<file path="src/rtl/sio_uart.sv">
`timescale 1ns/1ps
module sio_uart #(
  parameter int DIV_W = 12,
  parameter int TG_W  = 8,
  parameter int TO_W  = 16
) (
  input  logic             clk,
  input  logic             rst_n,
  input  logic             rx_en,
  input  logic             rx_dis,
  input  logic             tx_en,
  input  logic             tx_dis,
  input  logic             rst_rx,
  input  logic             rst_tx,
  input  logic             rst_sts,
  input  logic             sto,
  input  logic [DIV_W-1:0] cfg_div,
  input  logic [1:0]       cfg_len,
  input  logic [1:0]       cfg_par,
  input  logic             cfg_stop,
  input  logic [TG_W-1:0]  cfg_tg,
  input  logic [TO_W-1:0]  cfg_to,
  input  logic [1:0]       cfg_mode,
  input  logic             tx_wr,
  input  logic [7:0]       tx_data,
  output logic             tx_ready,
  output logic             tx_empty,
  input  logic             rx_rd,
  output logic [7:0]       rx_data,
  output logic             rx_valid,
  output logic             err_par,
  output logic             err_frm,
  output logic             err_ovr,
  output logic             timeout,
  input  logic             rxd,
  output logic             txd
);
  localparam int BC_W = DIV_W + 4;
  localparam int TT_W = TO_W + 4;

  typedef enum logic [2:0] {T_IDLE, T_START, T_DATA, T_PAR, T_STOP, T_GUARD} tst_t;
  typedef enum logic [2:0] {R_IDLE, R_START, R_DATA, R_PAR, R_STOP} rst_t;

  logic tx_on, rx_on;
  wire  par_on   = (cfg_par == 2'b01) || (cfg_par == 2'b10);
  wire  [2:0] last_idx = 3'd4 + {1'b0, cfg_len};

  always_ff @(posedge clk or negedge rst_n)
    if (!rst_n) begin
      tx_on <= 1'b0;
      rx_on <= 1'b0;
    end else begin
      if (tx_dis) tx_on <= 1'b0; else if (tx_en) tx_on <= 1'b1;
      if (rx_dis) rx_on <= 1'b0; else if (rx_en) rx_on <= 1'b1;
    end

  // transmitter
  tst_t            t_st;
  logic [BC_W-1:0] t_cnt;
  logic [7:0]      t_sh, hold;
  logic [2:0]      t_idx;
  logic            t_par, hold_full, txd_eng;
  logic [TG_W-1:0] t_gd;

  wire [BC_W-1:0] bit_last = {cfg_div, 4'b0000} - BC_W'(1);
  wire t_adv = (t_cnt == bit_last);
  wire t_fin = t_adv && (((t_st == T_STOP) && !(cfg_stop && t_gd == '0) && cfg_tg == '0) ||
                         ((t_st == T_GUARD) && t_gd <= TG_W'(1)));

  assign tx_ready = tx_on && !hold_full;
  assign tx_empty = (t_st == T_IDLE) && !hold_full;

  always_ff @(posedge clk or negedge rst_n)
    if (!rst_n) begin
      t_st <= T_IDLE; t_cnt <= '0; t_sh <= '0; hold <= '0; hold_full <= 1'b0;
      t_idx <= '0; t_par <= 1'b0; t_gd <= '0;
    end else if (rst_tx) begin
      t_st <= T_IDLE; t_cnt <= '0; hold_full <= 1'b0;
    end else begin
      if (tx_wr && tx_ready) begin
        hold <= tx_data;
        hold_full <= 1'b1;
      end
      if (t_st != T_IDLE) begin
        t_cnt <= t_adv ? '0 : t_cnt + BC_W'(1);
        if (t_adv)
          case (t_st)
            T_START: begin t_st <= T_DATA; t_idx <= '0; end
            T_DATA: begin
              t_par <= t_par ^ t_sh[0];
              t_sh  <= t_sh >> 1;
              if (t_idx == last_idx) begin
                t_st <= par_on ? T_PAR : T_STOP;
                t_gd <= '0;
              end else t_idx <= t_idx + 3'd1;
            end
            T_PAR: begin t_st <= T_STOP; t_gd <= '0; end
            T_STOP:
              if (cfg_stop && t_gd == '0) t_gd <= TG_W'(1);
              else if (cfg_tg != '0) begin t_st <= T_GUARD; t_gd <= cfg_tg; end
            T_GUARD: t_gd <= t_gd - TG_W'(1);
            default: t_st <= T_IDLE;
          endcase
      end
      if ((t_st == T_IDLE || t_fin) && hold_full) begin
        t_st <= T_START; t_sh <= hold; t_par <= 1'b0; t_cnt <= '0; hold_full <= 1'b0;
      end else if (t_fin) t_st <= T_IDLE;
    end

  always_comb
    case (t_st)
      T_START: txd_eng = 1'b0;
      T_DATA:  txd_eng = t_sh[0];
      T_PAR:   txd_eng = (cfg_par == 2'b01) ? t_par : ~t_par;
      default: txd_eng = 1'b1;
    endcase

  assign txd = cfg_mode[0] ? rxd : (cfg_mode == 2'b10) ? 1'b1 : txd_eng;

  // receiver
  logic             rs1, rs2, v0, v1, r_par, r_perr;
  logic [DIV_W-1:0] bc;
  logic [3:0]       s_cnt;
  logic [2:0]       r_idx;
  logic [7:0]       r_sh;
  rst_t             r_st;

  wire rline   = (cfg_mode == 2'b10) ? txd_eng : (cfg_mode == 2'b11) ? 1'b1 : rs2;
  wire rx_tick = (bc >= cfg_div - DIV_W'(1));
  wire maj     = (v0 & v1) | (v0 & rline) | (v1 & rline);
  wire rx_done = rx_on && rx_tick && (r_st == R_STOP) && (s_cnt == 4'd9);

  always_ff @(posedge clk or negedge rst_n)
    if (!rst_n) begin
      rs1 <= 1'b1; rs2 <= 1'b1; bc <= '0;
    end else begin
      rs1 <= rxd; rs2 <= rs1;
      bc  <= rx_tick ? '0 : bc + DIV_W'(1);
    end

  always_ff @(posedge clk or negedge rst_n)
    if (!rst_n) begin
      r_st <= R_IDLE; s_cnt <= '0; r_idx <= '0; r_sh <= '0;
      v0 <= 1'b1; v1 <= 1'b1; r_par <= 1'b0; r_perr <= 1'b0;
    end else if (rst_rx || !rx_on) r_st <= R_IDLE;
    else if (rx_tick) begin
      if (r_st == R_IDLE) begin
        if (!rline) begin r_st <= R_START; s_cnt <= 4'd1; r_par <= 1'b0; r_perr <= 1'b0; end
      end else begin
        s_cnt <= s_cnt + 4'd1;
        if (s_cnt == 4'd7) v0 <= rline;
        if (s_cnt == 4'd8) v1 <= rline;
        if (s_cnt == 4'd9)
          case (r_st)
            R_START: if (maj) r_st <= R_IDLE;
            R_DATA:  begin r_sh <= {maj, r_sh[7:1]}; r_par <= r_par ^ maj; end
            R_PAR:   r_perr <= maj ^ r_par ^ (cfg_par == 2'b10);
            default: r_st <= R_IDLE;
          endcase
        if (s_cnt == 4'd15)
          case (r_st)
            R_START: begin r_st <= R_DATA; r_idx <= '0; end
            R_DATA:
              if (r_idx == last_idx) r_st <= par_on ? R_PAR : R_STOP;
              else r_idx <= r_idx + 3'd1;
            R_PAR:   r_st <= R_STOP;
            default: r_st <= R_IDLE;
          endcase
      end
    end

  // receive holding, flags and idle timeout
  logic            to_arm, to_run;
  logic [TT_W-1:0] to_t;
  wire  [TT_W-1:0] to_lim = {cfg_to, 4'b0000};

  always_ff @(posedge clk or negedge rst_n)
    if (!rst_n) begin
      rx_valid <= 1'b0; rx_data <= '0; err_par <= 1'b0; err_frm <= 1'b0; err_ovr <= 1'b0;
      timeout <= 1'b0; to_arm <= 1'b1; to_run <= 1'b0; to_t <= '0;
    end else if (rst_rx) begin
      rx_valid <= 1'b0; err_par <= 1'b0; err_frm <= 1'b0; err_ovr <= 1'b0;
      timeout <= 1'b0; to_arm <= 1'b1; to_run <= 1'b0; to_t <= '0;
    end else begin
      if (rx_rd) rx_valid <= 1'b0;
      if (rx_done) begin
        rx_valid <= 1'b1;
        rx_data  <= r_sh >> (2'd3 - cfg_len);
        if (!maj) err_frm <= 1'b1;
        if (r_perr && par_on) err_par <= 1'b1;
        if (rx_valid && !rx_rd) err_ovr <= 1'b1;
      end
      if (cfg_to == '0) to_run <= 1'b0;
      else if (rx_done && to_arm) begin
        to_run <= 1'b1; to_t <= '0;
      end else if (to_run) begin
        if (r_st != R_IDLE) to_t <= '0;
        else if (rx_tick) begin
          if (to_t == to_lim - TT_W'(1)) begin
            timeout <= 1'b1; to_run <= 1'b0; to_arm <= 1'b0;
          end else to_t <= to_t + TT_W'(1);
        end
      end
      if (sto) begin timeout <= 1'b0; to_arm <= 1'b1; to_run <= 1'b0; end
      if (rst_sts) begin err_par <= 1'b0; err_frm <= 1'b0; err_ovr <= 1'b0; timeout <= 1'b0; end
    end
endmodule

</file>
<file path="config.mk">
export PLATFORM = sky130hd
export DESIGN_NAME = sio_uart
export DESIGN_NICKNAME = d
export VERILOG_FILES = /design/src/rtl/sio_uart.sv
export SDC_FILE = /design/constraint.sdc
export NUM_CORES = 1
export LEC_CHECK = 0
export ABC_AREA = 1
export BUFFER_PORTS_ARGS = -buffer_cell sky130_fd_sc_hd__buf_2
export CAP_MARGIN = 20
export CORE_MARGIN = 1.5
export CORE_UTILIZATION = 40
export DETAILED_ROUTE_END_ITERATION = 12
export PLACE_DENSITY = 0.56
export SYNTH_ARGS = -nofsm -noshare
export SYNTH_HDL_FRONTEND = slang
export SYNTH_SLANG_ARGS = --single-unit
</file>
<file path="constraint.sdc">
create_clock -name clk -period 6 [get_ports clk]
set_input_delay 0.3 -clock clk [delete_from_list [all_inputs] [get_ports clk]]
set_output_delay 0.3 -clock clk [all_outputs]
set_load 0.05 [all_outputs]
</file>
==> impl_metrics.env <==
export IMPL_ant_nets=0
export IMPL_slew_headroom=0.4496
export IMPL_detailedPlace_worstSlack_ns=1.477
export IMPL_layoutNonFillerInstCount=1494
export IMPL_core_area_um2=20430
export IMPL_buf_inv_on_cp=4
export IMPL_critPathTopFamily="simple AND/OR/NAND/NOR gates"
export IMPL_firstDrtPassIters=5
export IMPL_dieArea_um2=21840
export IMPL_die_w_um=147.8
export IMPL_via_per_inst=4.988
export IMPL_fin_tns_setup_ns=0
export IMPL_postSynth_topFlopCell="dfrtp_1"
export IMPL_clk_latency_ns=0.41
export IMPL_timing_max_transition_violations_final=0
export IMPL_insertedDiodeCount=0
export IMPL_detailed_place_hpwl_um=14830
export IMPL_yosysMostFrequentCell="nand2_1"
export IMPL_route_final_wire_length_um=19720
export IMPL_post_synth_top_area_share=0.3462
export IMPL_path_common_cell="nand2_1"
export IMPL_max_cap_viol_count=0
export IMPL_critical_path_start_type="input port"
export IMPL_grt_ovfl_total=0
export IMPL_tritoncts="built"
export IMPL_number_of_nets_produced_by_synthesis=1233
export IMPL_synthXorXnorAreaFrac=0.06014
export IMPL_path_cells="buf_2, inv_1, ha_1, nand3_1, nand2_1, nand2_1, ha_1, nand2_1, inv_1, nand3_1, nor3_1, nand2_1, nand3_1, buf_4, nand2_1, nor2_1, nand2_1, nand2_1, nand3_1, nand2_1, nand2_1, nand2_1"
export IMPL_max_clock_freq_mhz=244.7
export IMPL_die_h_um=147.8
export IMPL_yosys_mux_area_fraction=0.01074
export IMPL_yosys_cell_types_count=54
export IMPL_final_net_count=1305
export IMPL_synthArstFlopShare=1.000
export IMPL_clk_path_buf_depth=2
export IMPL_clock_sink_count=121
export IMPL_number_of_placed_instances_with_taps_included=1462
export IMPL_maximum_number_of_pins_on_one_net_before_global_route_repair=63
export IMPL_pin_count=80
export IMPL_synth_area_um2=8384
export IMPL_synth_top_family_by_area="simple AND/OR/NAND/NOR gates"
export IMPL_tritoncts_num_buffers=17
export IMPL_critical_path_slowest_cell="nand2_1"
export IMPL_netlist_instances=1140
export IMPL_fin_ws_ns=1.913
export IMPL_cts_resized=0
export IMPL_detailedRoute_firstIterationViolations=452
export IMPL_power_leakage_nw=4.654
export IMPL_routed_via_count=7452
export IMPL_post_synth_top_area_cell="dfrtp_1"
export IMPL_cts_htree_levels=4
export IMPL_post_route_min_period_ns=4.087
export IMPL_synth_yosys_seq_area_share=0.3619
export IMPL_route_detailed_drc=0
export IMPL_outcome="finished with violations"
export IMPL_synth_enable_flop_cells=0
export IMPL_violations="negative hold slack"
export IMPL_initial_core_util=0.4104
export IMPL_crit_path_max_incr_delay_ns=0.85
export IMPL_ys_warnings_count=0
export IMPL_tightestPinTransition_ns=0.8234
export IMPL_setup_viol_count_final=0
export IMPL_grt_usage=0.1901
export IMPL_number_of_antenna_violations_at_the_first_check_in_global_routing=0
export IMPL_vdd_ir_drop_max_v=0.0002082
export IMPL_io_buffers=79
export IMPL_crit_required_ns=6.34
export IMPL_critical_path_arrival_ns=4.43
export IMPL_hold_viol=15
export IMPL_ys_ff_latch=121
export IMPL_compound_gate_fraction_of_synth_area=0.08566
export IMPL_holdBufCountCts=1
export IMPL_cts_root_buf="clkbuf_16"
export IMPL_final_setup_skew_ns=0.01110
export IMPL_routability_cong=0.8308
export IMPL_netlist_top_cells_count="nand2_1, nor2_1, inv_1"
export IMPL_clk_transition_reported_paths_ns=0.05
export IMPL_post_synth_main_area_contributors="dfrtp_1, nand2_1, nand3_1"
export IMPL_synthAdderAreaFrac=0.04328
export IMPL_min_delay_path_class="input port to async pin"
export IMPL_drive_gt1_frac=0.1691
export IMPL_critical_path_class="input port to register"
export IMPL_area_growth_syn_to_layout_pct=15.00
export IMPL_end_kind="register"
export IMPL_fp_row_count=52
export IMPL_routed_wire_length_per_instance_um=13.20
export IMPL_finalCritPeriodShare=0.6812
export IMPL_grt_setup_unrepaired="false"
export IMPL_first_pass_grt_wire_length_um=33580
export IMPL_post_cts_setup_buffers=0
export IMPL_first_global_vias=7025
export IMPL_whs_ns=-0.03191
export IMPL_syn_area_per_cell_um2=7.355
export IMPL_crit_fanout=21
export IMPL_power_density_nw_per_um2=283.0
export IMPL_synth_simple_area_share=0.3610
==> area by class of cell <==
cell class / instances / area (µm²)
well taps: 270 / 337.8
repair buffers: 82 / 422.9
flip-flops and latches: 121 / 3034
clock buffers: 19 / 442.9
clock inverters: 12 / 222.7
fillers: 2116 / 10790
multi-input cells: 863 / 4702
inverters: 127 / 479.2
==> power by group <==
| group | internal, mW | switching [mW] | total, mW |
|---|---|---|---|
| Clock | 0.786 | 0.372 | 1.16 |
| Sequential | 0.913 | 0.0940 | 1.01 |
| Combinational | 0.199 | 0.364 | 0.563 |
| Total | 1.90 | 0.830 | 2.73 |
==> worst register-to-register path, cell delays in order (launching register included) <==
cell and delay, ns:
dfrtp_1 0.41, nor2_1 0.20, nand2_1 0.23, inv_1 0.31
nand2_1 0.10, nor3_1 0.18, nand3_1 0.10, nor2_1 0.11
nand2_1 0.06, nor2_1 0.10, nand4_1 0.22, nand3_1 0.66
nand2_1 0.69, nand2_1 0.22, nand2_1 0.07
==> kinds of logic (layout without fill, tap and decap cells) <==
kind of cell	count (synthesis)	after routing
simple gates	646	646
buf+inv	156	240
compound gates	126	126
flops	121	121
xor+xnor	54	54
fa+ha+maj	29	29
mux	8	8
==> state kept, by name, indices dropped and copies added (netlist names), 3 cells and up <==
signal   flops
r_st         3
t_st         3
rx_data      8
t_idx        3
t_cnt       16
t_sh         8
t_gd         8
bc          12
r_sh         8
s_cnt        4
to_t        20
hold         8
r_idx        3
==> final timing paths <==
| kind | slack (ns) | startpoint | to | cells past startpoint |
|---|---|---|---|---|
| min in group clk | 0.04 | tx_dis | tx_on | 2 |
| max | 1.91 | cfg_div[0] | to_t[19] | 22 |
| max reg2reg | 2.25 | r_st[2] | to_t[19] | 14 |
| max in group asynchronous | 4.72 | rst_n | t_cnt[12] | 2 |
| min reg2reg | 0.36 | rs1 | rs2 | 0 |
| min | -0.03 | rst_n | to_t[6] | 1 |
==> through the flow <==
stage	util	power (mW)	instance area, µm²
2_1_floorplan	-	1.425	8384
3_3_place_gp	0.4389	1.581	8966
3_5_place_dp	0.4389	1.587	8966
4_1_cts	0.4720	2.765	9642
5_1_grt	0.4720	2.890	9642
6_report	0.4720	2.729	9642
==> per-layer routing <==
metal | part of all wire | up-vias | track usage
met3 | 0.037 | 16 | 0.03611
met5 | 0 | - | 0
li1 | - | 3870 | -
met1 | 0.50 | 3421 | 0.2696
met4 | 0.012 | 0 | 0.05300
met2 | 0.45 | 145 | 0.2956
==> placed cells by master (no fill, tap or decap), types with 27 or more instances in the layout <==
| cell type | instances |
|---|---|
| nand3_1 | 108 |
| inv_1 | 121 |
| a21oi_1 | 36 |
| dfrtp_1 | 116 |
| nor2_1 | 135 |
| o21ai_0 | 63 |
| nand2_2 | 27 |
| buf_2 | 78 |
| ha_1 | 29 |
| nand2_1 | 272 |
(Power assumes the default switching activity.)
